[config.mk]
export PLATFORM = sky130hd
export DESIGN_NAME = fetch_group_extractor
export DESIGN_NICKNAME = d
export VERILOG_FILES = /design/src/rtl/fgx_pkg.sv /design/src/rtl/fgx_slot_chain.sv /design/src/rtl/fgx_stats.sv /design/src/rtl/fetch_group_extractor.sv
export SDC_FILE = /design/constraint.sdc
export NUM_CORES = 2
export LEC_CHECK = 0
export BUFFER_PORTS_ARGS = -buffer_cell sky130_fd_sc_hd__buf_2
export CORE_AREA = 2 2 557 559
export CTS_CLUSTER_DIAMETER = 80
export DETAILED_ROUTE_END_ITERATION = 16
export DIE_AREA = 0 0 559 561
export SYNTH_ARGS = -nofsm -noshare
export SYNTH_HDL_FRONTEND = slang
export SYNTH_HIERARCHICAL = 1
export SYNTH_SLANG_ARGS = --single-unit
[constraint.sdc]
create_clock -name clk -period 9.2 [get_ports clk]
set_input_delay 0.46 -clock clk [delete_from_list [all_inputs] [get_ports clk]]
set_output_delay 0.46 -clock clk [all_outputs]
set_load 0.02 [all_outputs]
[src/rtl/fgx_pkg.sv]
package fgx_pkg;
   localparam int INSN_W     = 32;
   localparam int INSN_BYTES = INSN_W / 8;
endpackage

[src/rtl/fgx_slot_chain.sv]
module fgx_slot_chain
   import fgx_pkg::*;
#(
   parameter int PC_W       = 32,
   parameter int LINE_BYTES = 64,
   parameter int FETCH_W    = 4,
   parameter int SEQ_W      = 16,
   parameter int CTRL_BIT   = 31,
   localparam int SLOTS     = LINE_BYTES / INSN_BYTES,
   localparam int OFF_W     = $clog2(LINE_BYTES),
   localparam int IDX_W     = $clog2(SLOTS),
   localparam int GCNT_W    = $clog2(FETCH_W + 1)
) (
   input  logic                        clk,
   input  logic                        rst_n,
   input  logic                        line_valid,
   input  logic [LINE_BYTES*8-1:0]     line_data,
   input  logic [PC_W-1:0]             pc,
   input  logic [SEQ_W-1:0]            seq_base,
   input  logic [FETCH_W-1:0]          bp_taken,
   input  logic [FETCH_W*PC_W-1:0]     bp_target,
   output logic [FETCH_W-1:0]          query_valid,
   output logic [FETCH_W*PC_W-1:0]     query_pc,
   output logic [FETCH_W-1:0]          slot_valid,
   output logic [FETCH_W*INSN_W-1:0]   slot_insn,
   output logic [FETCH_W*PC_W-1:0]     slot_pc,
   output logic [FETCH_W*PC_W-1:0]     slot_npc,
   output logic [FETCH_W*SEQ_W-1:0]    slot_seq,
   output logic [GCNT_W-1:0]           count,
   output logic [PC_W-1:0]             final_npc,
   output logic                        taken_hit
);
   logic [IDX_W-1:0]  start_idx;
   logic [FETCH_W:0]  alive;
   logic [FETCH_W-1:0] take;
   logic [PC_W-1:0]   npc_a [FETCH_W];

   assign start_idx = pc[OFF_W-1:2];
   assign alive[0]  = line_valid;

   for (genvar g = 0; g < FETCH_W; g++) begin : g_slot
      logic [IDX_W-1:0]  word_idx;
      logic [INSN_W-1:0] word;
      logic [PC_W-1:0]   this_pc;
      logic [PC_W-1:0]   seq_pc;
      logic              in_line;
      logic              act;
      logic              is_ctrl;

      assign word_idx = start_idx + IDX_W'(g);
      assign in_line  = (int'(start_idx) + g) < SLOTS;
      assign word     = line_data[word_idx*INSN_W +: INSN_W];
      assign is_ctrl  = word[CTRL_BIT];
      assign act      = alive[g] & in_line;
      assign this_pc  = pc + PC_W'(INSN_BYTES * g);
      assign seq_pc   = this_pc + PC_W'(INSN_BYTES);
      assign take[g]  = act & is_ctrl & bp_taken[g];
      assign npc_a[g] = take[g] ? bp_target[g*PC_W +: PC_W] : seq_pc;
      assign alive[g+1] = act & ~take[g];

      assign slot_valid[g]                  = act;
      assign query_valid[g]                 = act & is_ctrl;
      assign query_pc[g*PC_W +: PC_W]       = (act & is_ctrl) ? this_pc : '0;
      assign slot_insn[g*INSN_W +: INSN_W]  = act ? word : '0;
      assign slot_pc[g*PC_W +: PC_W]        = act ? this_pc : '0;
      assign slot_npc[g*PC_W +: PC_W]       = act ? npc_a[g] : '0;
      assign slot_seq[g*SEQ_W +: SEQ_W]     = act ? seq_base + SEQ_W'(g) : '0;
   end

   always_comb begin
      final_npc = pc;
      for (int i = 0; i < FETCH_W; i++)
         if (slot_valid[i]) final_npc = npc_a[i];
   end

   assign count     = GCNT_W'($countones(slot_valid));
   assign taken_hit = |take;

   // emitted slots form a contiguous run from slot 0
   a_r2_contiguous: assert property (@(posedge clk) disable iff (!rst_n)
      ((slot_valid + FETCH_W'(1)) & slot_valid) == '0);
   // no group without a valid line
   a_r2_idle_empty: assert property (@(posedge clk) disable iff (!rst_n)
      !line_valid |-> (slot_valid == '0));
   // queries only for emitted slots
   a_r4_query_subset: assert property (@(posedge clk) disable iff (!rst_n)
      (query_valid & ~slot_valid) == '0);
   // a taken slot is the last one emitted
   a_r5_single_taken: assert property (@(posedge clk) disable iff (!rst_n)
      $onehot0(take));
endmodule

[src/rtl/fgx_stats.sv]
module fgx_stats #(
   parameter int FETCH_W = 4,
   parameter int STAT_W  = 16,
   parameter bit HIST_EN = 1'b1,
   localparam int GCNT_W = $clog2(FETCH_W + 1)
) (
   input  logic                          clk,
   input  logic                          rst_n,
   input  logic                          sample,
   input  logic [GCNT_W-1:0]             count,
   input  logic                          taken_hit,
   output logic [STAT_W-1:0]             taken_total,
   output logic [(FETCH_W+1)*STAT_W-1:0] size_hist
);
   always_ff @(posedge clk) begin
      if (!rst_n)         taken_total <= '0;
      else if (taken_hit) taken_total <= taken_total + STAT_W'(1);
   end

   if (HIST_EN) begin : g_hist
      for (genvar k = 0; k <= FETCH_W; k++) begin : g_bucket
         logic [STAT_W-1:0] bucket;
         always_ff @(posedge clk) begin
            if (!rst_n)
               bucket <= '0;
            else if (sample && (int'(count) == k))
               bucket <= bucket + STAT_W'(1);
         end
         assign size_hist[k*STAT_W +: STAT_W] = bucket;
      end
   end else begin : g_no_hist
      assign size_hist = '0;
   end

   // the taken counter moves by exactly one per taken group
   a_r8_taken_step: assert property (@(posedge clk) disable iff (!rst_n)
      taken_hit |=> taken_total == $past(taken_total) + STAT_W'(1));
   a_r8_taken_hold: assert property (@(posedge clk) disable iff (!rst_n)
      !taken_hit |=> $stable(taken_total));
endmodule

[src/rtl/fetch_group_extractor.sv]
module fetch_group_extractor
   import fgx_pkg::*;
#(
   parameter int          PC_W       = 32,
   parameter int          LINE_BYTES = 64,
   parameter int          FETCH_W    = 4,
   parameter int          SEQ_W      = 16,
   parameter int          STAT_W     = 16,
   parameter int          CTRL_BIT   = 31,
   parameter bit          HIST_EN    = 1'b1,
   parameter logic [31:0] RESET_PC   = 32'h0000_1000,
   localparam int         OFF_W      = $clog2(LINE_BYTES),
   localparam int         GCNT_W     = $clog2(FETCH_W + 1)
) (
   input  logic                          clk,
   input  logic                          rst_n,
   input  logic                          line_valid,
   input  logic [LINE_BYTES*8-1:0]       line_data,
   output logic [PC_W-1:0]               fetch_pc,
   output logic [PC_W-1:0]               next_pc,
   output logic [PC_W-1:0]               line_addr,
   output logic [FETCH_W-1:0]            bp_query_valid,
   output logic [FETCH_W*PC_W-1:0]       bp_query_pc,
   input  logic [FETCH_W-1:0]            bp_taken,
   input  logic [FETCH_W*PC_W-1:0]       bp_target,
   output logic [GCNT_W-1:0]             grp_count,
   output logic [FETCH_W*INSN_W-1:0]     grp_insn,
   output logic [FETCH_W*PC_W-1:0]       grp_pc,
   output logic [FETCH_W*PC_W-1:0]       grp_npc,
   output logic [FETCH_W*SEQ_W-1:0]      grp_seq,
   output logic [SEQ_W-1:0]              seq_next,
   output logic [STAT_W-1:0]             taken_total,
   output logic [(FETCH_W+1)*STAT_W-1:0] size_hist
);
   if (LINE_BYTES < 8 || (LINE_BYTES & (LINE_BYTES - 1)) != 0) begin : g_bad_line
      $error("LINE_BYTES must be a power of two of at least 8");
   end
   if (FETCH_W < 1) begin : g_bad_width
      $error("FETCH_W must be at least 1");
   end
   if (CTRL_BIT < 0 || CTRL_BIT >= INSN_W) begin : g_bad_ctrl
      $error("CTRL_BIT must select a bit of the instruction word");
   end
   if (PC_W <= OFF_W) begin : g_bad_pc
      $error("PC_W must exceed the line offset width");
   end

   logic [PC_W-1:0]     pc_q, npc_q;
   logic [SEQ_W-1:0]    seq_q;
   logic [FETCH_W-1:0]  slot_valid;
   logic [PC_W-1:0]     final_npc;
   logic                taken_hit;

   fgx_slot_chain #(
      .PC_W(PC_W), .LINE_BYTES(LINE_BYTES), .FETCH_W(FETCH_W),
      .SEQ_W(SEQ_W), .CTRL_BIT(CTRL_BIT)
   ) u_chain (
      .clk(clk), .rst_n(rst_n), .line_valid(line_valid), .line_data(line_data),
      .pc(pc_q), .seq_base(seq_q), .bp_taken(bp_taken), .bp_target(bp_target),
      .query_valid(bp_query_valid), .query_pc(bp_query_pc),
      .slot_valid(slot_valid), .slot_insn(grp_insn), .slot_pc(grp_pc),
      .slot_npc(grp_npc), .slot_seq(grp_seq), .count(grp_count),
      .final_npc(final_npc), .taken_hit(taken_hit)
   );

   fgx_stats #(
      .FETCH_W(FETCH_W), .STAT_W(STAT_W), .HIST_EN(HIST_EN)
   ) u_stats (
      .clk(clk), .rst_n(rst_n), .sample(line_valid), .count(grp_count),
      .taken_hit(taken_hit), .taken_total(taken_total), .size_hist(size_hist)
   );

   always_ff @(posedge clk) begin
      if (!rst_n) begin
         pc_q  <= PC_W'(RESET_PC);
         npc_q <= PC_W'(RESET_PC) + PC_W'(INSN_BYTES);
         seq_q <= '0;
      end else if (line_valid) begin
         pc_q  <= final_npc;
         npc_q <= final_npc + PC_W'(INSN_BYTES);
         seq_q <= seq_q + SEQ_W'(grp_count);
      end
   end

   assign fetch_pc  = pc_q;
   assign next_pc   = npc_q;
   assign seq_next  = seq_q;
   assign line_addr = {pc_q[PC_W-1:OFF_W], {OFF_W{1'b0}}};

   // idle cycles leave the fetch address untouched
   a_r7_hold: assert property (@(posedge clk) disable iff (!rst_n)
      !line_valid |=> $stable(fetch_pc) && $stable(next_pc));
   // the successor register always tracks the fetch address
   a_r7_pair: assert property (@(posedge clk) disable iff (!rst_n)
      next_pc == fetch_pc + PC_W'(INSN_BYTES));
   // sequence numbers advance by the emitted count
   a_r6_seq_step: assert property (@(posedge clk) disable iff (!rst_n)
      line_valid |=> seq_next == $past(seq_next) + SEQ_W'($past(grp_count)));
   // the group never exceeds the fetch width
   a_r2_width: assert property (@(posedge clk) disable iff (!rst_n)
      int'(grp_count) <= FETCH_W);
endmodule

* Yosys cells after proc, flatten, opt, wreduce, memory -nomap -nowiden *
Index checks and enable logic that the tools add are counted.

storage, ports and cells
  bits in registers = 176
  input bits = 647
  output and inout port bits = 791

cells by class
  $add $sub $neg = 26
  magnitude comparators = 4
  equality and inequality tests = 4
  shift-type cells = 4
  mux-type cells = 28
  bitwise logic cells = 18
  reductions and logical operators = 7

operators with widths
  cell                     count
  $shiftx A512 B10 Y32     4
  $mux W32                 24
  $add A32 B3 Y32 const B  5
  $add A16 B1 Y16 const B  7
  $lt A32 B6 Y1 const B    3
  $add A32 B4 Y32 const B  2
  $mux W16                 4
  $add A16 B2 Y16 const B  2
  $add A16 B3 Y16          1
  $and A1 B1 Y1            15
  $add A4 B2 Y5 const B    2
  $eq A3 B3 Y1 const B     3
  $add A4 B2 Y4 const B    2
  $add A4 B1 Y5 const B    1
  $logic_and A1 B1 Y1      5
  $lt A4 B5 Y1 const B     1
  $add A1 B1 Y2            2
  $add A4 B1 Y4 const B    1
  $reduce_or A4 Y1         1
  $add A3 B3 Y3            1
  $eq A3 B2 Y1 const B     1
  $logic_not A3 Y1         1
  $not A1 Y1               3

* Longest topological paths before layout *
  word-level depth = 22
  gate-level depth with buffers = 26
  gate-level depth less buffers = 17

* Modules after synthesis *
Netlist, hierarchy kept.

modules (own cells, without submodules)
  module                 times used  cells an instance  area each (µm²)  seq. area each (µm²)
  fgx_slot_chain         1           2631               25243.0          0.0
  fgx_stats              1           508                4341.7           1921.8
  fetch_group_extractor  1           426                3778.6           1561.5

* Worst setup path before layout *
Ideal clock, no wire load.

  path kind = flip-flop to flip-flop
  from = reg pc_q[2], in the netlist fetch_pc[2]
  to = reg u_stats.g_hist.g_bucket[0].bucket[14]
  setup time = 0.070 ns
  arrival = 6.820 ns
  data required time = 9.130 ns
  setup slack = 2.309 ns
  cell stages (with the launch flop) = 25
  path buffers = 9
  period minus slack after synthesis = 6.891 ns
  cells stage by stage = dfxtp_1 buf_4 buf_6 inv_1 clkbuf_1 buf_1 ha_1 clkbuf_1 nor3b_1 mux2_2 a211oi_1 a32oi_1 nand4_1 clkbuf_1 clkbuf_1 buf_1 fa_1 inv_1 ha_1 ha_1 or4b_1 buf_6 or4_4 or3_1 a21oi_1

on the way
  word-level cells in the longest chain between the ends = 21
  elaborated cells on any way between the ends = 33
  those cells by class = add/sub: 8; order compare: 4; shift: 3; bitwise: 16; reduce/logical: 2

RTL lines
  what                                                                    line                         text
  start: declaration                                                      fetch_group_extractor.sv:48  logic [PC_W-1:0] pc_q, npc_q;
  start signal: assignment                                                fetch_group_extractor.sv:75  pc_q <= PC_W'(RESET_PC);
  start signal: assignment                                                fetch_group_extractor.sv:79  pc_q <= final_npc;
  parallel branches: the longest is 18 deep, another holds $add A4 B1 Y4  n/a
  $add A3 B3 Y3 (not written as such) (*)                                 fgx_slot_chain.sv:76         assign count = GCNT_W'($countones(slot_valid));
  net grp_count[1]                                                        fetch_group_extractor.sv:26  output logic [GCNT_W-1:0] grp_count,
  $logic_not A3 Y1 (*)                                                    fgx_stats.sv:26              else if (sample && (int'(count) == k))
  $logic_and A1 B1 Y1 (*)                                                 fgx_stats.sv:26
  end signal: assignment                                                  fgx_stats.sv:27              bucket <= bucket + STAT_W'(1);
  end: declaration                                                        fgx_stats.sv:22              logic [STAT_W-1:0] bucket;

Mark *: on every way through the listed nets, which the timed path passes.
A chain may end at the register's enable or synchronous reset.

* Final worst setup path *
  from = reg pc_q[3], in the netlist fetch_pc[3]
  to = reg u_stats.g_hist.g_bucket[0].bucket[14]

on the way
  word-level cells in the longest chain between the ends = 21
  elaborated cells on any way between the ends = 33
  those cells by class = add/sub: 8; order compare: 4; shift: 3; bitwise: 16; reduce/logical: 2

RTL lines
  what                                                                    line
  parallel branches: the longest is 18 deep, another holds $add A4 B1 Y4  n/a
  $add A3 B3 Y3 (not written as such) (*)                                 fgx_slot_chain.sv:76
  $logic_not A3 Y1 (*)                                                    fgx_stats.sv:26
  $logic_and A1 B1 Y1 (*)                                                 fgx_stats.sv:26

Every way passes the cells marked *.

==> out/summary.txt <==
H-tree depth -> 4
Critical Path AT -> 7.67 ns
GR Util All Layers -> 0.209
fmax -> 0.138 GHz
share of cells above drive strength 1 -> 0.485
clock skew -> 0.0148 ns
DR pass1 iterations -> 6
CTS tree -> done
VDD IR max -> 162 uV
startpoint types -> flop
fin. max-slew vios -> 0
leak pwr -> 17.2 nW
Fin. Hold Viols -> 0
Worst Hold Class -> in2reg
Clk network pwr share -> 0.072
Crit. End Element -> flop
Final min period -> 7.24 ns
clk buf depth -> 2
worst setup margin -> 1.96 ns
Syn Area/Cell -> 9.36 um2
nets@finish -> 5419
Setup crit start -> fetch_pc[3]$_SDFFE_PN0P_
Yosys warning total -> 6
Post-Synthesis Cells -> 3561
first-pass GRT wire length -> 426 mm
cts hold-fix bufs -> 0
post-route ant nets -> 0
vias -> 41345
worst slew pin tran -> 1.24 ns
Area Overhead vs Synth -> 38.7%
final WL -> 342 mm
Setup-failing EPs final -> 0
Skew-Pair Late Insertion Delay -> 0.50 ns
GPL Wtd Cong -> 1.08
period utilization -> 0.787
Internal -> 0.00462 W
Initial Util -> 0.108
DRC viols -> 0
TNS Setup -> 0 ns
Core Area -> 308000 um2
antenna violations before repair -> 338
postcts setup bufs -> 0
share of power burned in registers -> 0.091
hold_sp -> line_valid
largest net degree at the start of global routing -> 157
Area after DPL -> 45200 um2
critical path class -> reg2reg
Place WS -> 1.98 ns
synthesized cell area -> 33300 um2
combinational share of power -> 0.837
P_sw -> 0.00680 W
area of all placed cells without fillers -> 46200 um2
slew margin rel. -> 0.152
Inserted Clock Buffers -> 17
# fillers -> 35131
Die Area -> 314000 um2
worst-path fanout max -> 41
WL/cell -> 37.9 um
overall die height -> 561 um
reg2reg start -> fetch_pc[3]$_SDFFE_PN0P_
status -> finished clean
placed wire-length estimate -> 295 mm
gr ovfl total -> 0
PostCTS Resize Cnt -> 0
routed vias/inst -> 4.58
vias in the first global route -> 37319
IO Pins -> 1438
DR iter-0 viols -> 5815
TritonCTS Sinks -> 174
num rows -> 204
CP required -> 9.63 ns
Max Cap Violations -> 0
clk slew on worst S/H paths -> 0.09 ns
RSZ-0062 raised after global routing -> no
I/O Buffers -> 1431
Die W -> 559 um
Root Driver -> clkbuf_16
P per Cell Area -> 247 nW/um2
Switching Share -> 0.595
==> worst paths after layout <==
check,slack [ns],cells past startpoint,end
hold / removal,0.37,2,next_pc[17]$_SDFFE_PN0P_
setup reg to reg,1.96,16,u_stats/g_hist.g_bucket[0].bucket[14]$_SDFFE_PN0P_
setup / recovery,1.96,16,u_stats/g_hist.g_bucket[0].bucket[14]$_SDFFE_PN0P_
hold reg to reg,0.49,2,u_stats/g_hist.g_bucket[1].bucket[15]$_SDFFE_PN0P_
==> metal layers <==
| metal | wire [um] | GRT usage | vias up |
|---|---|---|---|
| met5 | 1040 | 0.000151 | - |
| met4 | 26600 | 0.126 | 136 |
| met3 | 39000 | 0.0788 | 1020 |
| met2 | 171000 | 0.372 | 3613 |
| met1 | 105000 | 0.204 | 20319 |
| li1 | - | - | 16257 |
==> critical path: stages (launching register included) <==
cell and delay, ns:
dfxtp_4 0.78, inv_1 0.36, ha_4 0.91, inv_1 0.20, and3_1 0.24, o41a_1 0.66
nor2_2 0.43, nand4_1 0.17, buf_4 0.31, fa_1 0.53, inv_1 0.05, ha_1 0.17
ha_1 0.45, or4b_1 0.77, or4_4 0.62, or3_1 0.32, a21oi_1 0.14
==> area by class of cell <==
cell class | instances | area [um2] | share of cell area
timing repair buffer | 1562 | 8180 | 0.177
multi-input combinational | 2924 | 28100 | 0.608
antenna | 147 | 368 | 0.00795
tap | 4120 | 5150 | 0.111
clock buffer | 17 | 425 | 0.00920
inverter | 69 | 277 | 0.00598
clock inverter | 15 | 220 | 0.00476
sequential | 174 | 3500 | 0.0757
==> registers in the layout, indices dropped and copies added (netlist names) <==
name                            flops
u_stats/taken_total                16
u_stats/g_hist.g_bucket.bucket     80
next_pc                            30
fetch_pc                           32
seq_next                           16
==> power groups by stage <==
stage          Sequential (W)  Combinational [W]  Clock (W)
2_1_floorplan         0.00101            0.00540          0
3_3_place_gp          0.00106            0.00954          0
3_5_place_dp          0.00106            0.00954          0
4_1_cts               0.00104            0.00958   0.000839
5_1_grt               0.00106            0.00988   0.000861
6_report              0.00104            0.00955   0.000819
==> placed cells by master, fill, tap and decap left out, drive strengths merged, types with 25 or more instances in the layout <==
| master | instances |
|---|---|
| nor4 | 53 |
| buf | 1562 |
| mux4 | 627 |
| or4 | 30 |
| nand2 | 267 |
| mux2i | 67 |
| o31ai | 44 |
| a211oi | 36 |
| nand3 | 89 |
| and2 | 207 |
| nor2 | 503 |
| nor3 | 80 |
| or3 | 43 |
| nand4 | 60 |
| inv | 75 |
| dfxtp | 174 |
| xnor2 | 157 |
| and3 | 25 |
| xor2 | 91 |
| a21oi | 131 |
| o21ai | 97 |
| diode | 147 |
==> metrics by stage <==
stage          total power [W]  instances  utilization  hold WS, ns
2_1_floorplan          0.00641       3566            -        0.540
6_report                0.0114       9028        0.150        0.371
5_1_grt                 0.0118       8971        0.150        0.355
3_3_place_gp            0.0106       8849        0.147        0.458
4_1_cts                 0.0115       8881        0.149        0.320
3_5_place_dp            0.0106       8849        0.147        0.467
(Power assumes the default switching activity.)
